File: src/rtl/l1rb_pkg.sv
package l1rb_pkg;
  localparam int BX_W  = 12;
  localparam int EVT_W = 24;

  // Slot that was written 'lat' crossings before slot 'wp'
  function automatic int unsigned lag_addr(input int unsigned wp,
                                           input int unsigned lat,
                                           input int unsigned depth);
    return (wp + depth - (lat % depth)) % depth;
  endfunction

  function automatic int unsigned free_slots(input int unsigned used,
                                             input int unsigned depth);
    return depth - used;
  endfunction
endpackage

File: src/rtl/lat_pipe.sv
module lat_pipe
  import l1rb_pkg::*;
#(
  parameter int W     = 28,
  parameter int DEPTH = 16,
  parameter int LAT   = 8
) (
  input  logic         clk,
  input  logic         rst_n,
  input  logic [W-1:0] wr_data,
  output logic [W-1:0] rd_data
);
  localparam int AW = (DEPTH > 1) ? $clog2(DEPTH) : 1;

  logic [W-1:0]  mem [DEPTH];
  logic [AW-1:0] wr_ptr;
  logic [AW-1:0] rd_ptr;

  assign rd_ptr  = AW'(lag_addr(32'(wr_ptr), LAT, DEPTH));
  assign rd_data = mem[rd_ptr];

  always_ff @(posedge clk) begin
    if (!rst_n) begin
      wr_ptr <= '0;
      for (int i = 0; i < DEPTH; i++) mem[i] <= '0;
    end else begin
      mem[wr_ptr] <= wr_data;
      wr_ptr      <= (32'(wr_ptr) == DEPTH - 1) ? '0 : wr_ptr + 1'b1;
    end
  end

  assert_ptr_advance_R1: assert property (@(posedge clk) disable iff (!rst_n)
    rst_n |=> (32'(wr_ptr) == (32'($past(wr_ptr)) + 1) % DEPTH));

  assert_write_lands_R1: assert property (@(posedge clk) disable iff (!rst_n)
    rst_n |=> mem[$past(wr_ptr)] == $past(wr_data));
endmodule

File: src/rtl/frag_fifo.sv
module frag_fifo #(
  parameter int W     = 52,
  parameter int DEPTH = 4
) (
  input  logic                       clk,
  input  logic                       rst_n,
  input  logic                       push,
  input  logic [W-1:0]               din,
  input  logic                       pop,
  output logic [W-1:0]               dout,
  output logic [$clog2(DEPTH+1)-1:0] count
);
  localparam int AW = (DEPTH > 1) ? $clog2(DEPTH) : 1;
  localparam int CW = $clog2(DEPTH+1);

  logic [W-1:0]  mem [DEPTH];
  logic [AW-1:0] wp, rp;
  logic          full, empty, do_push, do_pop;

  assign full    = (32'(count) == DEPTH);
  assign empty   = (count == '0);
  assign do_push = push && !full;
  assign do_pop  = pop && !empty;
  assign dout    = mem[rp];

  always_ff @(posedge clk) begin
    if (!rst_n) begin
      wp    <= '0;
      rp    <= '0;
      count <= '0;
    end else begin
      if (do_push) begin
        mem[wp] <= din;
        wp      <= (32'(wp) == DEPTH - 1) ? '0 : wp + 1'b1;
      end
      if (do_pop) rp <= (32'(rp) == DEPTH - 1) ? '0 : rp + 1'b1;
      count <= count + CW'(do_push) - CW'(do_pop);
    end
  end

  assert_count_bound_R7: assert property (@(posedge clk) disable iff (!rst_n)
    32'(count) <= DEPTH);

  assert_full_keeps_count_R7: assert property (@(posedge clk) disable iff (!rst_n)
    (full && !pop) |=> 32'(count) == DEPTH);

  assert_head_holds_R6: assert property (@(posedge clk) disable iff (!rst_n)
    (!empty && !pop) |=> $stable(dout));
endmodule

File: src/rtl/l1_pipe_readout.sv
module l1_pipe_readout
  import l1rb_pkg::*;
#(
  parameter int DATA_W     = 16,
  parameter int LATENCY    = 8,
  parameter int PIPE_DEPTH = 16,
  parameter int FIFO_DEPTH = 4,
  parameter int BUSY_THR   = 2
) (
  input  logic              clk,
  input  logic              rst_n,
  input  logic [DATA_W-1:0] smp_data,
  input  logic [BX_W-1:0]   smp_bx,
  input  logic              l1_accept,
  input  logic              frag_ready,
  output logic              frag_valid,
  output logic [DATA_W-1:0] frag_data,
  output logic [BX_W-1:0]   frag_bx,
  output logic [EVT_W-1:0]  frag_evt,
  output logic              busy,
  output logic              overflow
);
  localparam int PW = DATA_W + BX_W;
  localparam int FW = EVT_W + PW;
  localparam int CW = $clog2(FIFO_DEPTH+1);

  logic [PW-1:0]    pipe_out;
  logic [FW-1:0]    fifo_out;
  logic [CW-1:0]    fifo_cnt;
  logic [EVT_W-1:0] evt_cnt;
  logic             fifo_full;
  logic             drop_evt;   // accept lost to a full FIFO
  logic             pop_evt;    // fragment handed downstream

  lat_pipe #(.W(PW), .DEPTH(PIPE_DEPTH), .LAT(LATENCY)) u_pipe (
    .clk     (clk),
    .rst_n   (rst_n),
    .wr_data ({smp_bx, smp_data}),
    .rd_data (pipe_out)
  );

  frag_fifo #(.W(FW), .DEPTH(FIFO_DEPTH)) u_fifo (
    .clk   (clk),
    .rst_n (rst_n),
    .push  (l1_accept),
    .din   ({evt_cnt, pipe_out}),
    .pop   (pop_evt),
    .dout  (fifo_out),
    .count (fifo_cnt)
  );

  assign fifo_full  = (32'(fifo_cnt) == FIFO_DEPTH);
  assign drop_evt   = l1_accept && fifo_full;
  assign frag_valid = (fifo_cnt != '0);
  assign pop_evt    = frag_valid && frag_ready;
  assign {frag_evt, frag_bx, frag_data} = fifo_out;
  assign busy       = free_slots(32'(fifo_cnt), FIFO_DEPTH) < BUSY_THR;

  always_ff @(posedge clk) begin
    if (!rst_n) begin
      evt_cnt  <= '0;
      overflow <= 1'b0;
    end else begin
      if (l1_accept) evt_cnt <= evt_cnt + 1'b1;
      if (drop_evt) overflow <= 1'b1;
    end
  end

  assert_evt_step_R3: assert property (@(posedge clk) disable iff (!rst_n)
    l1_accept |=> evt_cnt == $past(evt_cnt) + 1'b1);

  assert_no_overflow_R7: assert property (@(posedge clk) disable iff (!rst_n)
    drop_evt |=> overflow);

  assert_overflow_sticky_R7: assert property (@(posedge clk) disable iff (!rst_n)
    overflow |=> overflow);

  assert_valid_holds_R6: assert property (@(posedge clk) disable iff (!rst_n)
    (frag_valid && !frag_ready) |=> frag_valid);

  assert_reset_quiet_R9: assert property (@(posedge clk)
    $past(!rst_n) |-> (!frag_valid && !overflow));
endmodule

File: config.mk
export PLATFORM = sky130hd
export DESIGN_NAME = l1_pipe_readout
export DESIGN_NICKNAME = d
export VERILOG_FILES = /design/src/rtl/l1rb_pkg.sv /design/src/rtl/lat_pipe.sv /design/src/rtl/frag_fifo.sv /design/src/rtl/l1_pipe_readout.sv
export SDC_FILE = /design/constraint.sdc
export NUM_CORES = 1
export LEC_CHECK = 0
export ABC_CLOCK_PERIOD_IN_PS = 2900
export BUFFER_PORTS_ARGS = -buffer_cell sky130_fd_sc_hd__buf_4
export CAP_MARGIN = 40
export CORE_UTILIZATION = 60
export CTS_CLUSTER_SIZE = 12
export DETAILED_ROUTE_END_ITERATION = 10
export PLACE_DENSITY = 0.74
export REMOVE_ABC_BUFFERS = 1
export SLEW_MARGIN = 10
export SYNTH_ARGS = -nofsm -noshare
export SYNTH_HDL_FRONTEND = slang
export SYNTH_HIERARCHICAL = 1
export SYNTH_SLANG_ARGS = --single-unit
File: constraint.sdc
create_clock -name clk -period 2.9 [get_ports clk]
set_input_delay 0.58 -clock clk [delete_from_list [all_inputs] [get_ports clk]]
set_output_delay 0.58 -clock clk [all_outputs]
set_load 0.01 [all_outputs]
Yosys cells after proc, flatten, opt, wreduce, memory -nomap -nowiden. Memories as Yosys holds them, arrays and structs flattened. A register that Yosys moved wholly into a read port is not among the register bits. Index checks and enable logic that the tools add are counted.

Bits in registers: 36. Bits in latches: 0. RAM bits: 656. ROM bits: 0. Input port bits: 32. Output and inout port bits: 55. Logic and storage cells: 45. Memories kept: 2.

Memories: u_pipe.mem (words 16, width 28, rd ports 1, clocked after memory_dff 0, wr ports 16, RTL line lat_pipe.sv:15) `logic [W-1:0] mem [DEPTH];`; u_fifo.mem (words 4, width 52, rd ports 1, clocked after memory_dff 1, wr ports 1, RTL line frag_fifo.sv:16) `logic [W-1:0] mem [DEPTH];`.

Add/subtract/negate cells: 9. Multiply operators: 0. Divide/modulo/power cells: 0. Magnitude comparators: 1. Eq/ne operators: 4. Shift-type cells: 0. Multiplexer cells: 12. Bitwise operators: 1. Reductions and logical operators: 10.

Operator list (number): < comparator 32 x 2 -> 1 bit, second input constant (1); 2-to-1 mux 28 bit (1); OR reduction 28 bit (1); adder 24 x 1 -> 24 bit, second input constant (1); adder 4 x 1 -> 4 bit, second input constant (2); 2-to-1 mux 2 bit (4); 2-to-1 mux 1 bit (6); adder 2 x 1 -> 2 bit, second input constant (2); == test 2 bit, second input constant (2); == test 4 bit, second input constant (1); logical AND 1 bit (4); 2-to-1 mux 4 bit (1); subtractor 3 x 3 -> 4 bit, first input constant (1); subtractor 4 bit, second input constant (1); adder 3 x 1 -> 3 bit (1); == test 3 bit, second input constant (1); logical NOT 3 bit (1); nonzero test 3 bit (1); subtractor 3 x 1 -> 3 bit (1); logical NOT 1 bit (2); OR reduction 2 bit (1); inverter 1 bit (1).

Logic depth before layout (Yosys ltp).
Depth in word-level cells: 6. Gate-level depth with buffers: 13.

Modules after synthesis. Netlist, hierarchy kept.

By module, submodules not included: lat_pipe (instances 1, cells each 1273, area each 20354.5 um2, sequential area each 13533.0 um2); frag_fifo (instances 1, cells each 324, area each 7968.9 um2, sequential area each 6426.2 um2); l1_pipe_readout (instances 1, cells each 139, area each 1189.9 um2, sequential area each 500.5 um2).

Least setup slack after synthesis. No wires, ideal clock.

Kind: input port to flip-flop. Start point: input port rst_n. End point: memory u_fifo.mem[0][0], enable pin. Setup time: 415 ps. Arrival time: 2135 ps. Required time: 2485 ps. Setup slack: 350 ps. Stages on the path: 2. Path buffers: 1. Cell sequence: clkbuf_1 and3_1.

Longest elaborated chain between the ends: 2.

Ends and longest elaborated chain: from (decl) (RTL line l1_pipe_readout.sv:11) `input logic rst_n,`; 2-to-1 mux 1 bit (RTL line frag_fifo.sv:27) `if (!rst_n) begin`; 2-to-1 mux 1 bit (not written as such) (RTL line frag_fifo.sv:33) `mem[wp] <= din;`; to (decl) (RTL line frag_fifo.sv:16).

No other way between the ends.

==> flow_summary_export.csv <==
group,metric,value,unit
route,first_pass_iters,5,
sta,hold_violations,0,
power,max-vdd-ir-drop,410,µV
route,drt_iter0_markers,1527,
floorplan,dieArea,50100,µm²
power,p_leak,11.9,nW
logic_synthesis,async_flop_share,0,
route,routed_wl,61.6,mm
cts,cts.sinks,694,
global_routing,grt_first_pass_wirelength,94.5,mm
worst_setup_path,critPathKind,"reg2out",
cts,cts_hold_buf,0,
logic_synthesis,synthAdderAreaFrac,0.00704,
worst_setup_path,ff2ff_path_depth,13,
sta,relSlewSlack,0.459,
logic_synthesis,yosys.area.top_type_share,0.667,
route,drc_errors,0,
sta,fmax,367,MHz
sta,worst_hold_slack,0.330,ns
cts,cts.path.max_buffers,3,
cts,cts_resized,0,
worst_setup_path,critPathLaunchType,"register",
placement,place_area,31300,µm²
sta,grt_setup_unrepaired,"no",
cts,cts_root_buffer,"clkbuf_16",
worst_setup_path,r2r-end,"u_fifo/count[2]",
logic_synthesis,yosys_warnings,6,
worst_setup_path,path_max_fanout,21,
worst_setup_path,crit_slowest_cell,"mux4_2",
worst_setup_path,cp-end-kind,"primary output",
logic_synthesis,yosysUniqueCellTypes,44,
global_routing,grt_overflow,0,
logic_synthesis,yosysTopAreaCell,"edfxtp_1",
logic_synthesis,syn_area,29500,µm²
cts,path_clk_slew,0.05,ns
logic_synthesis,synth_top_family_by_area,"multiplexers",
global_routing,grt_max_degree,53,
cts,cts_max_level,3,
route,via_count,15200,
placement,post-dp-hpwl,35.0,mm
floorplan,initial_core_util,0.613,
worst_setup_path,required,2.32,ns
worst_setup_path,reg2reg_from,"u_fifo/count[0]",
floorplan,core_area,48100,µm²
floorplan,fp.dieW,224,µm
route,detail_route.vias_per_cell,5.97,
finish,final_area,33400,µm²
logic_synthesis,syn_inst,1736,
finish,nNetsFinal,1882,
route,ant_nets,0,
logic_synthesis,synth.yosys.seq_area_share,0.693,
placement,io_buffers,86,
floorplan,ios,87,
worst_setup_path,r2r_setup_slack,0.43,ns
sta,final-setup-viol-count,0,
logic_synthesis,yosys.area_share.simple,0.123,
worst_setup_path,slowest_delay,0.57,ns
logic_synthesis,syn_area_per_cell,17.0,µm²
logic_synthesis,yosys-mux-area-fraction,0.129,
sta,slew_violations,0,
hold_path,worstHoldPathType,"in2reg",
sta,fin_crit,2.72,ns
worst_setup_path,crit_chain,"buf_12, mux4_2, buf_4",
worst_setup_path,arrival,2.14,ns
cts,post_cts_buffers,0,
sta,finClkSkew,0.0217,ns
logic_synthesis,ys_seq_elements,694,
finish,fin_util,0.694,
run,cap_violations,0,
finish,drive_above_1_share,0.217,
floorplan,rows,80,
finish,area.growth.synth_to_final,13.3,%
sta,tightest_slew,0.810,ns
global_routing,track_usage,0.257,
logic_synthesis,synth_xor_area_frac,0.00475,
sta,fin_crit_sh,0.938,
global_routing,grt_pass1_vias,15800,
status,status,"completed",
logic_synthesis,synth_ff_type,"edfxtp_1",
cts,insertion_delay,0.60,ns
cts,cts_buffers,71,
placement,place_congestion,0.784,
logic_synthesis,synth_compound_area_frac,0.0197,
power,power.density,681,nW/µm²
floorplan,die_y,224,µm
worst_setup_path,crit_end,"frag_data[1]",
route,wl_per_cell,24.3,µm
cts,cts_tree,"done",
logic_synthesis,synth.area.top_cells,"edfxtp_1 67%, mux4_2 11%, and2_1 9.6%",
logic_synthesis,synth-edff-count,656,
global_routing,grt_antenna_before_repair,0,
[where the power goes]
group          leakage (nW)  internal [mW]  switching [mW]
clock network          1.02           4.80            3.54
logic                  3.99           1.28            1.40
registers              6.89           11.5           0.213
[worst min-delay path by stage]
stage / cells past startpoint / slack, ns / start / to
after global routing: 3 / 0.33 / l1_accept / u_fifo/wp[0]
after floorplan: 2 / 0.47 / u_fifo/wp[1] / u_fifo/wp[1]
after CTS: 3 / 0.29 / l1_accept / u_fifo/wp[0]
after detailed placement: 2 / 0.48 / overflow / overflow
final: 3 / 0.33 / l1_accept / u_fifo/wp[0]
after global placement: 2 / 0.46 / overflow / overflow
[sequential cells by signal, summed over array words and instances (netlist names), named ones only]
signal / cells
u_fifo/mem: 208
u_fifo/rp: 2
u_pipe/mem: 448
overflow: 1
u_fifo/count: 3
u_fifo/wp: 2
u_pipe/wr_ptr: 4
evt_cnt: 24
[routing by layer]
metal | share of wire | wire length [µm] | track usage
met1 | 0.42 | 25600 | 0.354
met2 | 0.50 | 30900 | 0.429
met3 | 0.061 | 3770 | 0.0380
met4 | 0.022 | 1350 | 0.0840
met5 | 0 | 0 | 0
[placed cells by master (no fill, tap or decap), types with 7 or more instances in the layout]
cell type and n:
a21oi_1 11, a22oi_1 52, and2_1 453, buf_12 35, buf_4 114, clkbuf_1 32, clkbuf_16 74, clkinv_1 7
dfxtp_1 34, edfxtp_1 656, ha_1 15, inv_1 16, mux4_1 22, mux4_2 142, nand2_1 78, nand3_1 12
nor2_1 18, nor2_2 13, o21ai_0 10, or3_1 8, xnor2_1 11
[area by class of cell]
cell class / count / area, µm²
Tap cell: 656 / 821
Sequential cell: 694 / 20500
Antenna cell: 2 / 5.00
Clock inverter: 13 / 75.1
Inverter: 16 / 60.1
Fill cell: 3066 / 14700
Timing Repair Buffer: 149 / 1560
Clock buffer: 110 / 2030
Multi-Input combinational cell: 902 / 8420
[through the flow]
step                std cells  power, mW  setup TNS (ns)  worst slack (ns)
floorplan                1612       13.5        -3182.99             -3.31
CTS                      2540       22.9               0             0.112
detailed placement       2417       14.7               0             0.405
global route             2540       23.5               0            0.0805
finish                   2542       22.8               0             0.179
global placement         2417       14.6               0             0.462
[cells by family after synthesis]
group,after synthesis
simple gates,621
mux,167
flops,694
fa+ha+maj,16
buf+inv,140
compound gates,82
xor+xnor,16
[Yosys cell counts, drive strengths merged, types with 5 or more instances]
cell type,n
a21oi,11
a22oi,56
and2,454
and3,6
buf,47
clkbuf,77
dfxtp,38
edfxtp,656
ha,15
inv,16
mux4,164
nand2,78
nand3,12
nand4,7
nor2,31
nor3,7
o21ai,11
or3,8
xnor2,11
xor2,5
[worst max-delay path, delay by kind of cell, from the launching register on]
family   cells  cell delay (ns)
buf+inv      2             0.42
mux          1             0.57
flops        1             0.55
Power figures use the tool's default switching activity.
